$ cat src/rtl/segmon_pkg.sv
package segmon_pkg;
  localparam int SEG_BYTES = 16;
  localparam int MTY_W     = $clog2(SEG_BYTES);

  // Empty count after the error mask: low bits forced to zero when err=1.
  function automatic logic [MTY_W-1:0] eff_empty(input logic err,
                                                 input logic [MTY_W-1:0] mty);
    return err ? {mty[MTY_W-1], {(MTY_W-1){1'b0}}} : mty;
  endfunction

  // Valid bytes carried by one accepted transfer.
  function automatic logic [MTY_W:0] xfer_bytes(input logic eop,
                                                input logic err,
                                                input logic [MTY_W-1:0] mty);
    if (!eop) return (MTY_W+1)'(SEG_BYTES);
    return (MTY_W+1)'(SEG_BYTES) - {1'b0, eff_empty(err, mty)};
  endfunction
endpackage

$ cat src/rtl/segmon_frame.sv
module segmon_frame
  import segmon_pkg::*;
#(
  parameter int NSEG   = 4,
  parameter int PKT_W  = $clog2(NSEG + 1),
  parameter int BYTE_W = $clog2(NSEG * SEG_BYTES + 1)
) (
  input  logic                  open_q,
  input  logic [NSEG-1:0]       ena,
  input  logic [NSEG-1:0]       sop,
  input  logic [NSEG-1:0]       eop,
  input  logic [NSEG-1:0]       err,
  input  logic [NSEG*MTY_W-1:0] mty,
  output logic                  open_d,
  output logic [PKT_W-1:0]      cyc_good,
  output logic [PKT_W-1:0]      cyc_bad,
  output logic [BYTE_W-1:0]     cyc_bytes,
  output logic                  ev_orphan,
  output logic                  ev_dup,
  output logic                  ev_gap
);
  logic [NSEG:0]   open_c;
  logic [NSEG-1:0] acc, orph, dup, gap, good_v, bad_v;
  logic [MTY_W:0]  bytes_v [NSEG];

  assign open_c[0] = open_q;

  for (genvar s = 0; s < NSEG; s++) begin : g_seg
    assign acc[s]    = ena[s] & (sop[s] | open_c[s]);
    assign orph[s]   = ena[s] & ~sop[s] & ~open_c[s];
    assign dup[s]    = ena[s] & sop[s] & open_c[s];
    assign open_c[s+1] = acc[s] ? ~eop[s] : open_c[s];
    assign good_v[s] = acc[s] & eop[s] & ~err[s];
    assign bad_v[s]  = acc[s] & eop[s] & err[s];
    assign bytes_v[s] = acc[s] ? xfer_bytes(eop[s], err[s], mty[s*MTY_W +: MTY_W])
                               : '0;
    if (s == 0) begin : g_first
      assign gap[s] = 1'b0;
    end else begin : g_rest
      assign gap[s] = ena[s] & ~ena[s-1];
    end
  end

  always_comb begin
    cyc_good  = '0;
    cyc_bad   = '0;
    cyc_bytes = '0;
    for (int s = 0; s < NSEG; s++) begin
      cyc_good  = cyc_good + PKT_W'(good_v[s]);
      cyc_bad   = cyc_bad + PKT_W'(bad_v[s]);
      cyc_bytes = cyc_bytes + BYTE_W'(bytes_v[s]);
    end
  end

  assign open_d    = open_c[NSEG];
  assign ev_orphan = |orph;
  assign ev_dup    = |dup;
  assign ev_gap    = |gap;
endmodule

$ cat src/rtl/segmon_count.sv
module segmon_count #(
  parameter int CNT_W  = 32,
  parameter int PKT_W  = 3,
  parameter int BYTE_W = 7
) (
  input  logic              clk,
  input  logic              rst_n,
  input  logic              clr,
  input  logic [PKT_W-1:0]  inc_good,
  input  logic [PKT_W-1:0]  inc_bad,
  input  logic [BYTE_W-1:0] inc_bytes,
  output logic [CNT_W-1:0]  good_q,
  output logic [CNT_W-1:0]  bad_q,
  output logic [CNT_W-1:0]  bytes_q
);
  always_ff @(posedge clk or negedge rst_n) begin
    if (!rst_n) begin
      good_q  <= '0;
      bad_q   <= '0;
      bytes_q <= '0;
    end else if (clr) begin
      good_q  <= '0;
      bad_q   <= '0;
      bytes_q <= '0;
    end else begin
      good_q  <= good_q + CNT_W'(inc_good);
      bad_q   <= bad_q + CNT_W'(inc_bad);
      bytes_q <= bytes_q + CNT_W'(inc_bytes);
    end
  end
endmodule

$ cat src/rtl/seg_bus_monitor.sv
module seg_bus_monitor
  import segmon_pkg::*;
#(
  parameter int NSEG  = 4,
  parameter int CNT_W = 32
) (
  input  logic                  clk,
  input  logic                  rst_n,
  input  logic                  cnt_clr,
  input  logic [NSEG-1:0]       seg_ena,
  input  logic [NSEG-1:0]       seg_sop,
  input  logic [NSEG-1:0]       seg_eop,
  input  logic [NSEG-1:0]       seg_err,
  input  logic [NSEG*MTY_W-1:0] seg_mty,
  output logic                  viol_orphan,
  output logic                  viol_dup_sop,
  output logic                  viol_gap,
  output logic [CNT_W-1:0]      good_pkts,
  output logic [CNT_W-1:0]      bad_pkts,
  output logic [CNT_W-1:0]      byte_total
);
  localparam int PKT_W  = $clog2(NSEG + 1);
  localparam int BYTE_W = $clog2(NSEG * SEG_BYTES + 1);

  logic              open_q, open_d;
  logic [PKT_W-1:0]  cyc_good, cyc_bad;
  logic [BYTE_W-1:0] cyc_bytes;
  logic              ev_orphan, ev_dup, ev_gap;

  segmon_frame #(.NSEG(NSEG), .PKT_W(PKT_W), .BYTE_W(BYTE_W)) u_frame (
    .open_q    (open_q),
    .ena       (seg_ena),
    .sop       (seg_sop),
    .eop       (seg_eop),
    .err       (seg_err),
    .mty       (seg_mty),
    .open_d    (open_d),
    .cyc_good  (cyc_good),
    .cyc_bad   (cyc_bad),
    .cyc_bytes (cyc_bytes),
    .ev_orphan (ev_orphan),
    .ev_dup    (ev_dup),
    .ev_gap    (ev_gap)
  );

  segmon_count #(.CNT_W(CNT_W), .PKT_W(PKT_W), .BYTE_W(BYTE_W)) u_count (
    .clk       (clk),
    .rst_n     (rst_n),
    .clr       (cnt_clr),
    .inc_good  (cyc_good),
    .inc_bad   (cyc_bad),
    .inc_bytes (cyc_bytes),
    .good_q    (good_pkts),
    .bad_q     (bad_pkts),
    .bytes_q   (byte_total)
  );

  always_ff @(posedge clk or negedge rst_n) begin
    if (!rst_n) begin
      open_q       <= 1'b0;
      viol_orphan  <= 1'b0;
      viol_dup_sop <= 1'b0;
      viol_gap     <= 1'b0;
    end else begin
      open_q       <= open_d;
      viol_orphan  <= viol_orphan | ev_orphan;
      viol_dup_sop <= viol_dup_sop | ev_dup;
      viol_gap     <= viol_gap | ev_gap;
    end
  end
endmodule

$ cat config.mk
export PLATFORM = sky130hd
export DESIGN_NAME = seg_bus_monitor
export DESIGN_NICKNAME = d
export VERILOG_FILES = /design/src/rtl/segmon_pkg.sv /design/src/rtl/segmon_frame.sv /design/src/rtl/segmon_count.sv /design/src/rtl/seg_bus_monitor.sv
export SDC_FILE = /design/constraint.sdc
export NUM_CORES = 1
export LEC_CHECK = 0
export BUFFER_PORTS_ARGS = -buffer_cell sky130_fd_sc_hd__buf_2
export CORE_ASPECT_RATIO = 1.4
export CORE_MARGIN = 2
export CORE_UTILIZATION = 56
export DETAILED_ROUTE_END_ITERATION = 8
export PLACE_DENSITY = 0.82
export SKIP_LAST_GASP = 1
export SYNTH_ARGS = -nofsm -noshare
export SYNTH_HDL_FRONTEND = slang
export SYNTH_SLANG_ARGS = --single-unit
$ cat constraint.sdc
create_clock -name clk -period 5.37 [get_ports clk]
set_input_delay 0.537 -clock clk [delete_from_list [all_inputs] [get_ports clk]]
set_output_delay 0.537 -clock clk [all_outputs]
set_load 0.01 [all_outputs]
==> impl_metrics.ini, run 1 <==
[layout]
drive_gt1_frac = 0.2288
nFillCells = 916
seqCellArea_um2 = 2502
final_cell_count_no_fill = 1018
area_growth_pct = 21.62
nNetsFinal = 948
antennaDiodeCount = 0
multiInputGateArea_um2 = 3638

[critical_path]
crit_path_end_kind = flip-flop
crit_path_max_fanout = 13
cp-start-kind = input pin
worstPathRequired_ns = 5.64
worstSetupPathType = input pin to flip-flop
worstPathArrival_ns = 5.42

[power_and_ir_drop]
p_sw_frac = 0.2986
peakVddDrop_mv = 0.1756
p_switching_uw = 534.6
p_seq_frac = 0.443
leakage_nw = 3.769
p_per_area_nw_per_um2 = 231.7
clkPwrFrac = 0.360
combPwrFrac = 0.197
intPower_mw = 1.256

[die]
design.die.area_um2 = 12230
coreArea_um2 = 11220
die_w_um = 94.02
initial_utilization = 0.5661
boundaryPins = 134
fp.dieH_um = 130.0
rows = 46

[routing]
drc = 0
viasPerCell = 5.762
drtPass1Iterations = 4
wire_per_inst_um = 15.05
routed_wl_um = 15320
drtIter0Drc = 223
num_vias = 5866
antenna_left = 0

[yosys]
synth_cell_types = 53
synth_edf_count = 0
synth_area_um2 = 6354
synth-warning-count = 0
synthTopCellsByArea = dfrtp_1 (39%), xor2_1 (6.3%), ha_1 (6.3%), nor2_1 (4.8%), a21oi_1 (4.1%)
synth_top_cell_area_share = 0.3939
synth_common_cells = dfrtp_1 (100), nor2_1 (82), a21oi_1 (52), inv_1 (47), xor2_1 (46)
ys_ff_latch = 100
yosysSeqAreaShare = 0.3939
async_flop_share = 1.000
yosysTopAreaCell = dfrtp_1
ys.flop_type = dfrtp_1
syn_avg_cell_area_um2 = 8.961
yosysMostFrequentCell = dfrtp_1
syn_inst = 709
syn-num-nets = 788

[sta]
setup_viol = 0
hold_viol_final = 0
slew_violations = 0
min_period_ns = 5.155
fin_setup_tns_ns = 0
relSlewSlack = 0.3372
whs_ns = 0.1830
fmax_mhz = 194.0
worst_slew_pin_slew_ns = 0.9941
period_share = 0.9600
finalClockSkew_ns = 0.01056

[placement]
place_inst = 999
place.gp.congestion = 0.9193
io_buffers = 133
dp_hpwl_um = 11390

[cts]
clkTransAtPathRegs_ns = 0.08
cts_sinks = 100
clock_latency_ns = 0.35
cts_inserted_buffers = 9
cts-root-buf = clkbuf_16
cts_tree = done
cts_max_path_buffers = 2
cts_max_level = 3

[global_routing]
grt_util_all_layers = 0.2481
grt_pass1_wl_um = 24870
grt_max_degree = 98
grt_remaining_overflow = 0
antenna_found_initial = 0
grt_pass1_vias = 5548

[run]
max_cap_viol_count = 0

[hold_path]
hold_path_class = input pin to async pin

[outcome]
status = completed
## critical path, stage by stage
cell	delay [ns]
buf_2	0.12
and2_1	0.16
nor2_2	0.14
nor2_1	0.07
or2_2	0.28
nor2_1	0.13
ha_2	0.19
inv_1	0.05
fa_1	0.47
inv_1	0.05
fa_1	0.47
ha_1	0.24
fa_1	0.39
a21o_1	0.19
a21oi_1	0.16
xnor2_1	0.12
ha_1	0.36
o211ai_1	0.10
a21oi_1	0.24
o21ai_1	0.12
buf_4	0.19
or4_1	0.50
a21oi_1	0.16
## registers in the layout, summed over array words and instances, names as in the netlist
register and flops:
u_count.bad_q 32, u_count.bytes_q 32, u_count.good_q 32, open_q 1
viol_dup_sop 1, viol_gap 1, viol_orphan 1
## placed cells by master (no fill, tap or decap), types with 3 or more instances in the layout
master	n
o211ai_1	3
nor3_1	9
xor2_1	46
or2_2	3
nand4_1	19
o31ai_1	11
clkbuf_16	9
o21ai_0	40
buf_4	36
nor2b_1	15
ha_1	30
or4_1	11
and4_1	6
and3_1	10
and2_1	12
xnor2_1	21
o2111ai_1	6
inv_1	47
fa_1	12
a211oi_1	3
nand3_1	27
a21o_1	8
buf_2	132
nand2b_1	12
or3_1	25
nand2_1	45
dfrtp_1	100
a21oi_1	50
nor4_1	3
nor2_1	81
## worst paths after layout
| kind | start | to | slack (ns) | cells past startpoint |
|---|---|---|---|---|
| hold reg to reg | viol_gap$_DFF_PN0_ | viol_gap$_DFF_PN0_ | 0.48 | 2 |
| hold / removal | rst_n | u_count.bad_q[12]$_DFF_PN0_ | 0.18 | 1 |
| max in group asynchronous | rst_n | u_count.bytes_q[1]$_DFF_PN0_ | 4.08 | 2 |
| setup / recovery | seg_ena[0] | u_count.bytes_q[28]$_DFF_PN0_ | 0.21 | 23 |
| setup reg to reg | open_q$_DFF_PN0_ | u_count.bytes_q[28]$_DFF_PN0_ | 0.24 | 22 |
| min in group clk | seg_eop[3] | open_q$_DFF_PN0_ | 0.41 | 2 |
## final cells by class
cell class                 count  area share
inverter                      47     0.02283
clock inverter                 7    0.009553
multi-input combinational    543      0.4709
tap                          144     0.02332
timing repair buffer         168      0.1205
sequential                   100      0.3238
clock buffer                   9     0.02915
## through the flow
step | setup WS [ns] | utilization | instance area, um2 | power [mW]
finish | 0.2148 | 0.6885 | 7727 | 1.790
global route | -0.01739 | 0.6885 | 7727 | 1.884
CTS | 0.07889 | 0.6836 | 7672 | 1.799
detailed placement | -0.2442 | 0.6563 | 7366 | 1.148
global placement | -0.05607 | 0.6563 | 7366 | 1.137
floorplan | 0.1820 | - | 6354 | 1.010
## logic make-up after synthesis
group	synth area share
fa+ha+maj	0.1008
compound gates	0.1290
simple gates	0.2442
flops	0.3939
xor+xnor	0.09236
buf+inv	0.03978
## power by group through the flow
stage | logic [mW] | registers [mW] | clock network (mW)
floorplan | 0.195 | 0.815 | 0
global placement | 0.331 | 0.807 | 0
detailed placement | 0.341 | 0.808 | 0
CTS | 0.347 | 0.792 | 0.660
global route | 0.398 | 0.797 | 0.690
finish | 0.353 | 0.793 | 0.644
## repair_timing
action	in CTS	in global routing
endpoints found under the hold margin	0	0
endpoints found under the setup margin	2	15
hold buffers	0	0
pin swaps	0	2
buffers inserted	1	2
gates resized for setup	0	9
## routing by layer
metal,up-vias,global-route usage,part of all wire
li1,2797,-,-
met1,2884,0.3030,0.40
met2,154,0.4429,0.53
met3,31,0.04792,0.050
met4,0,0.07587,0.020
met5,-,0,0
(Power assumes the default switching activity.)
==> inputs of run 2 (changes only) <==
Settings changed: CORE_UTILIZATION 56 to 50, PLACE_DENSITY 0.82 to 0.74.
==> run 2 against run 1 <==
  * Critical path depth is 2 higher
  * Clock skew down 0.0020 ns
  * Fmax rose by 0.41%
  * Design area about the same
  * Critical path type unchanged
  * Largest power group unchanged
==> impl_metrics.ini, run 2 (synthesized netlist as in run 1, its figures left out) <==
[layout]
top_regs = u_count.bad_q (32), u_count.bytes_q (32), u_count.good_q (32)
nFillCells = 1050
antennaDiodeCount = 0
layout_commonest_cell = buf_2
drive_gt1_frac = 0.2300
seqCellArea_um2 = 2504
multiInputGateArea_um2 = 3640
nNetsFinal = 948
final_cell_mix = buf_2 (132), dfrtp_1 (99), nor2_1 (82)
area_growth_pct = 21.68
finalCoreUtilization = 0.6249

[cts]
cts_hold_buf = 0
cts_inserted_buffers = 9
cts_tree = done
cts_sinks = 100
clock_latency_ns = 0.34
cts-root-buf = clkbuf_16
clkTransAtPathRegs_ns = 0.08
cts_max_level = 3
cts_max_path_buffers = 2

[critical_path]
r2r_cells = 24
worstPathRequired_ns = 5.62
worstPathArrival_ns = 5.39
worstSetupPathType = input pin to flip-flop
path_depth = 25
cp-start-kind = input pin
regToRegStartpoint = open_q$_DFF_PN0_
critPathTopFamily = adder cells
startpoint = seg_ena[0]
cpPeakStageDelay_ns = 0.53
cpMostUsedCell = nor2_1
r2r_end = u_count.bytes_q[23]$_DFF_PN0_
r2r_setup_slack_ns = 0.25
crit_path_max_fanout = 7
path_buf_inv = 4
endpoint = u_count.bytes_q[23]$_DFF_PN0_
crit_path_end_kind = flip-flop
cp_slowest_cell = fa_1

[sta]
fin_setup_tns_ns = 0
whs_ns = 0.1783
slew_violations = 0
setup_viol = 0
worst_slew_pin_slew_ns = 1.009
min_period_ns = 5.134
hold_viol_final = 0
period_share = 0.9561
finalClockSkew_ns = 0.008533
fmax_mhz = 194.8
relSlewSlack = 0.3272

[power_and_ir_drop]
leakage_nw = 3.770
peakVddDrop_mv = 0.1524
total_power_mw = 1.812
p_per_area_nw_per_um2 = 234.4

[outcome]
status = completed

[die]
fp.dieH_um = 137.4
boundaryPins = 134
design.die.area_um2 = 13640
initial_utilization = 0.5136
rows = 48
coreArea_um2 = 12370
die_w_um = 99.27

[placement]
dp_hpwl_um = 11770
place.gp.congestion = 0.8975
io_buffers = 133

[global_routing]
grt_remaining_overflow = 0
grt_max_degree = 97
antenna_found_initial = 0
grt_pass1_vias = 5786
grt_util_all_layers = 0.2305
grt_pass1_wl_um = 25900

[routing]
drc = 0
wire_per_inst_um = 15.43
routed_wl_um = 15800
viasPerCell = 5.671
num_vias = 5807
antenna_left = 0
drtPass1Iterations = 5
drtIter0Drc = 249

[hold_path]
hold_path_class = input pin to async pin

[run]
max_cap_viol_count = 0
[run 2: how the worst min path moves through the flow]
stage                                  endpoint  slack, ns  cells past startpoint
floorplan                      open_q$_DFF_PN0_       0.24                      0
global placement             viol_gap$_DFF_PN0_       0.45                      2
detailed placement           viol_gap$_DFF_PN0_       0.48                      2
CTS                 u_count.bad_q[12]$_DFF_PN0_       0.20                      1
global route        u_count.bad_q[12]$_DFF_PN0_       0.22                      1
finish              u_count.bad_q[12]$_DFF_PN0_       0.18                      1
[run 2: power by group]
group          total (mW)  switching [mW]  internal, mW
logic               0.361           0.204         0.157
clock network       0.657           0.319         0.338
registers           0.794          0.0190         0.775
[run 2: area by class of cell]
cell class,count,share of cell area
Timing Repair Buffer,168,0.1204
Clock inverter,6,0.006959
Multi-Input combinational cell,543,0.4708
Clock buffer,10,0.03091
Sequential cell,100,0.3238
Inverter,47,0.02282
Tap cell,150,0.02428
[run 2: what timing repair did]
item | in CTS | in global routing
endpoints found under the setup margin | 2 | 15
pin swaps | 0 | 5
cloned | 0 | 0
gates resized for setup | 1 | 9
endpoints found under the hold margin | 0 | 0
buffers inserted | 0 | 1
[run 2: metal layers]
metal | wire, um | global-route usage | up-vias
met2 | 8438 | 0.4159 | 130
met5 | 0 | 0 | -
li1 | - | - | 2795
met3 | 630 | 0.04363 | 26
met4 | 332 | 0.08600 | 0
met1 | 6403 | 0.2711 | 2856
[run 2: through the flow]
step	setup WS [ns]	cell area [um2]	instances
global route	-0.009495	7731	1024
floorplan	0.1820	6354	709
finish	0.2358	7731	1024
detailed placement	-0.2621	7388	1007
global placement	-0.06883	7388	1007
CTS	0.03657	7682	1023
==> inputs of run 3 (changes only) <==
Settings changed: CTS_BUF_LIST set to sky130_fd_sc_hd__clkbuf_4 sky130_fd_sc_hd__clkbuf_8, PLACE_DENSITY 0.74 to 0.77.
Clock period 5.37 ns to 4.4 ns, I/O delays scaled along.
==> run 3 against run 2 <==
  * The run now ends with setup timing left
  * Core utilization grew 5.2 points
  * Non-clock buffer count grew 53
  * Critical path depth shrank 3
  * Count of clock-buffer cells in the layout shrank 1
  * Die area is the same
  * Largest power group unchanged
==> impl_metrics.ini, run 3 (synthesized netlist as in run 1, its figures left out) <==
[outcome]
status = finished, violations left
failed_checks = setup timing

[sta]
period_share = 1.114
relSlewSlack = 0.3534
rsz0062_at_grt = yes
finalClockSkew_ns = 0.01314
slew_violations = 0
hold_viol_final = 0
setup_viol = 26
min_period_ns = 4.901
fmax_mhz = 204.0
worst_slew_pin_slew_ns = 0.9699
final.setup.worst_slack_ns = -0.5009

[layout]
nNetsFinal = 1001
area_growth_pct = 31.76
final_cell_count_no_fill = 1077
final_cell_mix = buf_2 (132), dfrtp_1 (100), buf_4 (82)
antennaDiodeCount = 0
seqCellArea_um2 = 2502
layout_commonest_cell = buf_2
drive_gt1_frac = 0.3225
multiInputGateArea_um2 = 3905
nFillCells = 1016
top_regs = u_count.bad_q (32), u_count.bytes_q (32), u_count.good_q (32)

[cts]
cts_max_path_buffers = 2
cts_inserted_buffers = 9
cts_sinks = 100
cts_tree = done
clock_latency_ns = 0.38
clkTransAtPathRegs_ns = 0.11
cts-root-buf = clkbuf_8
cts_max_level = 3

[critical_path]
r2r_cells = 22
crit_path_end_kind = flip-flop
cp-start-kind = flip-flop
crit_path_max_fanout = 4
cp_slowest_cell = fa_2
crit_chain = a21oi_2 -> nor2_4 -> nor2_4 -> or2_4 -> nor2_4 -> ha_2 -> inv_2 -> fa_2 -> inv_2 -> fa_1 -> ha_2 -> fa_2 -> a21o_1 -> a21oi_2 -> xnor2_2 -> ha_4 -> o2111a_1 -> nor3b_4 -> a22oi_2 -> buf_4 -> or4_1 -> a21oi_2
cpPeakStageDelay_ns = 0.52
worstPathArrival_ns = 5.20
path_depth = 22
critPathTopFamily = adder cells
worstPathRequired_ns = 4.70
path_buf_inv = 3
worstSetupPathType = flip-flop to flip-flop

[routing]
drc = 0
viasPerCell = 5.533
routed_wl_um = 16290
num_vias = 5959
antenna_left = 0
drtIter0Drc = 194
drtPass1Iterations = 4
wire_per_inst_um = 15.13

[run]
max_cap_viol_count = 0

[placement]
dp_slack_ns = -0.7797
io_buffers = 133
dp_hpwl_um = 11420
place_inst = 1044
place.gp.congestion = 0.9052

[die]
rows = 48
initial_utilization = 0.5136
die_w_um = 99.27
coreArea_um2 = 12370
boundaryPins = 134
design.die.area_um2 = 13640
fp.dieH_um = 137.4

[global_routing]
grt_pass1_vias = 5743
grt_max_degree = 78
antenna_found_initial = 0
grt_remaining_overflow = 0
grt_util_all_layers = 0.2320
grt_pass1_wl_um = 25960

[power_and_ir_drop]
p_sw_frac = 0.3115
intPower_mw = 1.494
peakVddDrop_mv = 0.1559
p_switching_uw = 676.0
p_per_area_nw_per_um2 = 259.2
combPwrFrac = 0.263
clkPwrFrac = 0.290
leakage_nw = 4.057
p_seq_frac = 0.447

[hold_path]
hold_path_class = input pin to async pin
-- run 3: cell types whose count changed in the layout (fill, tap and decap cells not counted), sizes merged --
cell,previous run,this run
inv,51,48
bufinv,0,1
buf,168,220
clkinvlp,0,3
-- run 3: power by group through the flow --
stage                     Combinational [mW]  Sequential, mW  Clock [mW]
final                                  0.571           0.970       0.628
after global routing                   0.632           0.975       0.678
after floorplan                        0.255           0.995           0
after detailed placement               0.499           0.986           0
after CTS                              0.523           0.968       0.646
after global placement                 0.494           0.986           0
-- run 3: repair_timing --
| item | 4_1_cts | 5_1_grt |
|---|---|---|
| resized for setup | 13 | 43 |
| cloned | 0 | 1 |
| buffers inserted | 14 | 3 |
| hold buffers | 0 | 0 |
| pin swaps | 19 | 17 |
| setup endpoints to repair | 26 | 44 |
-- run 3: final timing paths --
| kind | startpoint | to | slack, ns |
|---|---|---|---|
| worst max-delay path | open_q$_DFF_PN0_ | u_count.bytes_q[23]$_DFF_PN0_ | -0.50 |
| worst min-delay path | rst_n | u_count.bad_q[12]$_DFF_PN0_ | 0.20 |
| worst max register to register | open_q$_DFF_PN0_ | u_count.bytes_q[23]$_DFF_PN0_ | -0.50 |
| worst min register to register | viol_gap$_DFF_PN0_ | viol_gap$_DFF_PN0_ | 0.49 |
| max in group asynchronous | rst_n | u_count.bytes_q[3]$_DFF_PN0_ | 3.31 |
| min in group clk | seg_eop[3] | open_q$_DFF_PN0_ | 0.28 |
-- run 3: final cells by class --
type,count,area share
multi-input cells,543,0.4664
flip-flops and latches,100,0.2989
repair buffers,221,0.1660
well taps,150,0.02242
inverters,47,0.02107
clock buffers,9,0.01480
clock inverters,7,0.01031
-- run 3: metal layers --
metal / part of all wire / GRT usage
met3: 0.039 / 0.04059
met5: 0 / 0
met2: 0.54 / 0.4144
met4: 0.016 / 0.07839
met1: 0.41 / 0.2823
-- run 3: per-stage QoR --
stage | utilization | setup TNS (ns) | area, um2 | hold WS, ns | power, mW
4_1_cts | 0.6580 | -8.710 | 8140 | 0.2437 | 2.137
2_1_floorplan | - | -4.918 | 6462 | 0.1444 | 1.250
6_report | 0.6767 | -8.907 | 8372 | 0.2041 | 2.170
5_1_grt | 0.6767 | -13.93 | 8372 | 0.2786 | 2.285
3_5_place_dp | 0.6278 | -16.23 | 7767 | 0.4611 | 1.484
3_3_place_gp | 0.6278 | -13.22 | 7767 | 0.4511 | 1.480
-- run 3: worst reg2reg max path, delay by kind of cell (launching register included) --
| family | cells | cell delay, ns |
|---|---|---|
| AO/OA/AOI/OAI | 6 | 0.96 |
| XOR/XNOR | 1 | 0.11 |
| adder cells (fa/ha/maj) | 6 | 1.99 |
| buffers and inverters | 3 | 0.24 |
| flip-flops | 1 | 0.41 |
| AND/OR/NAND/NOR | 6 | 1.14 |
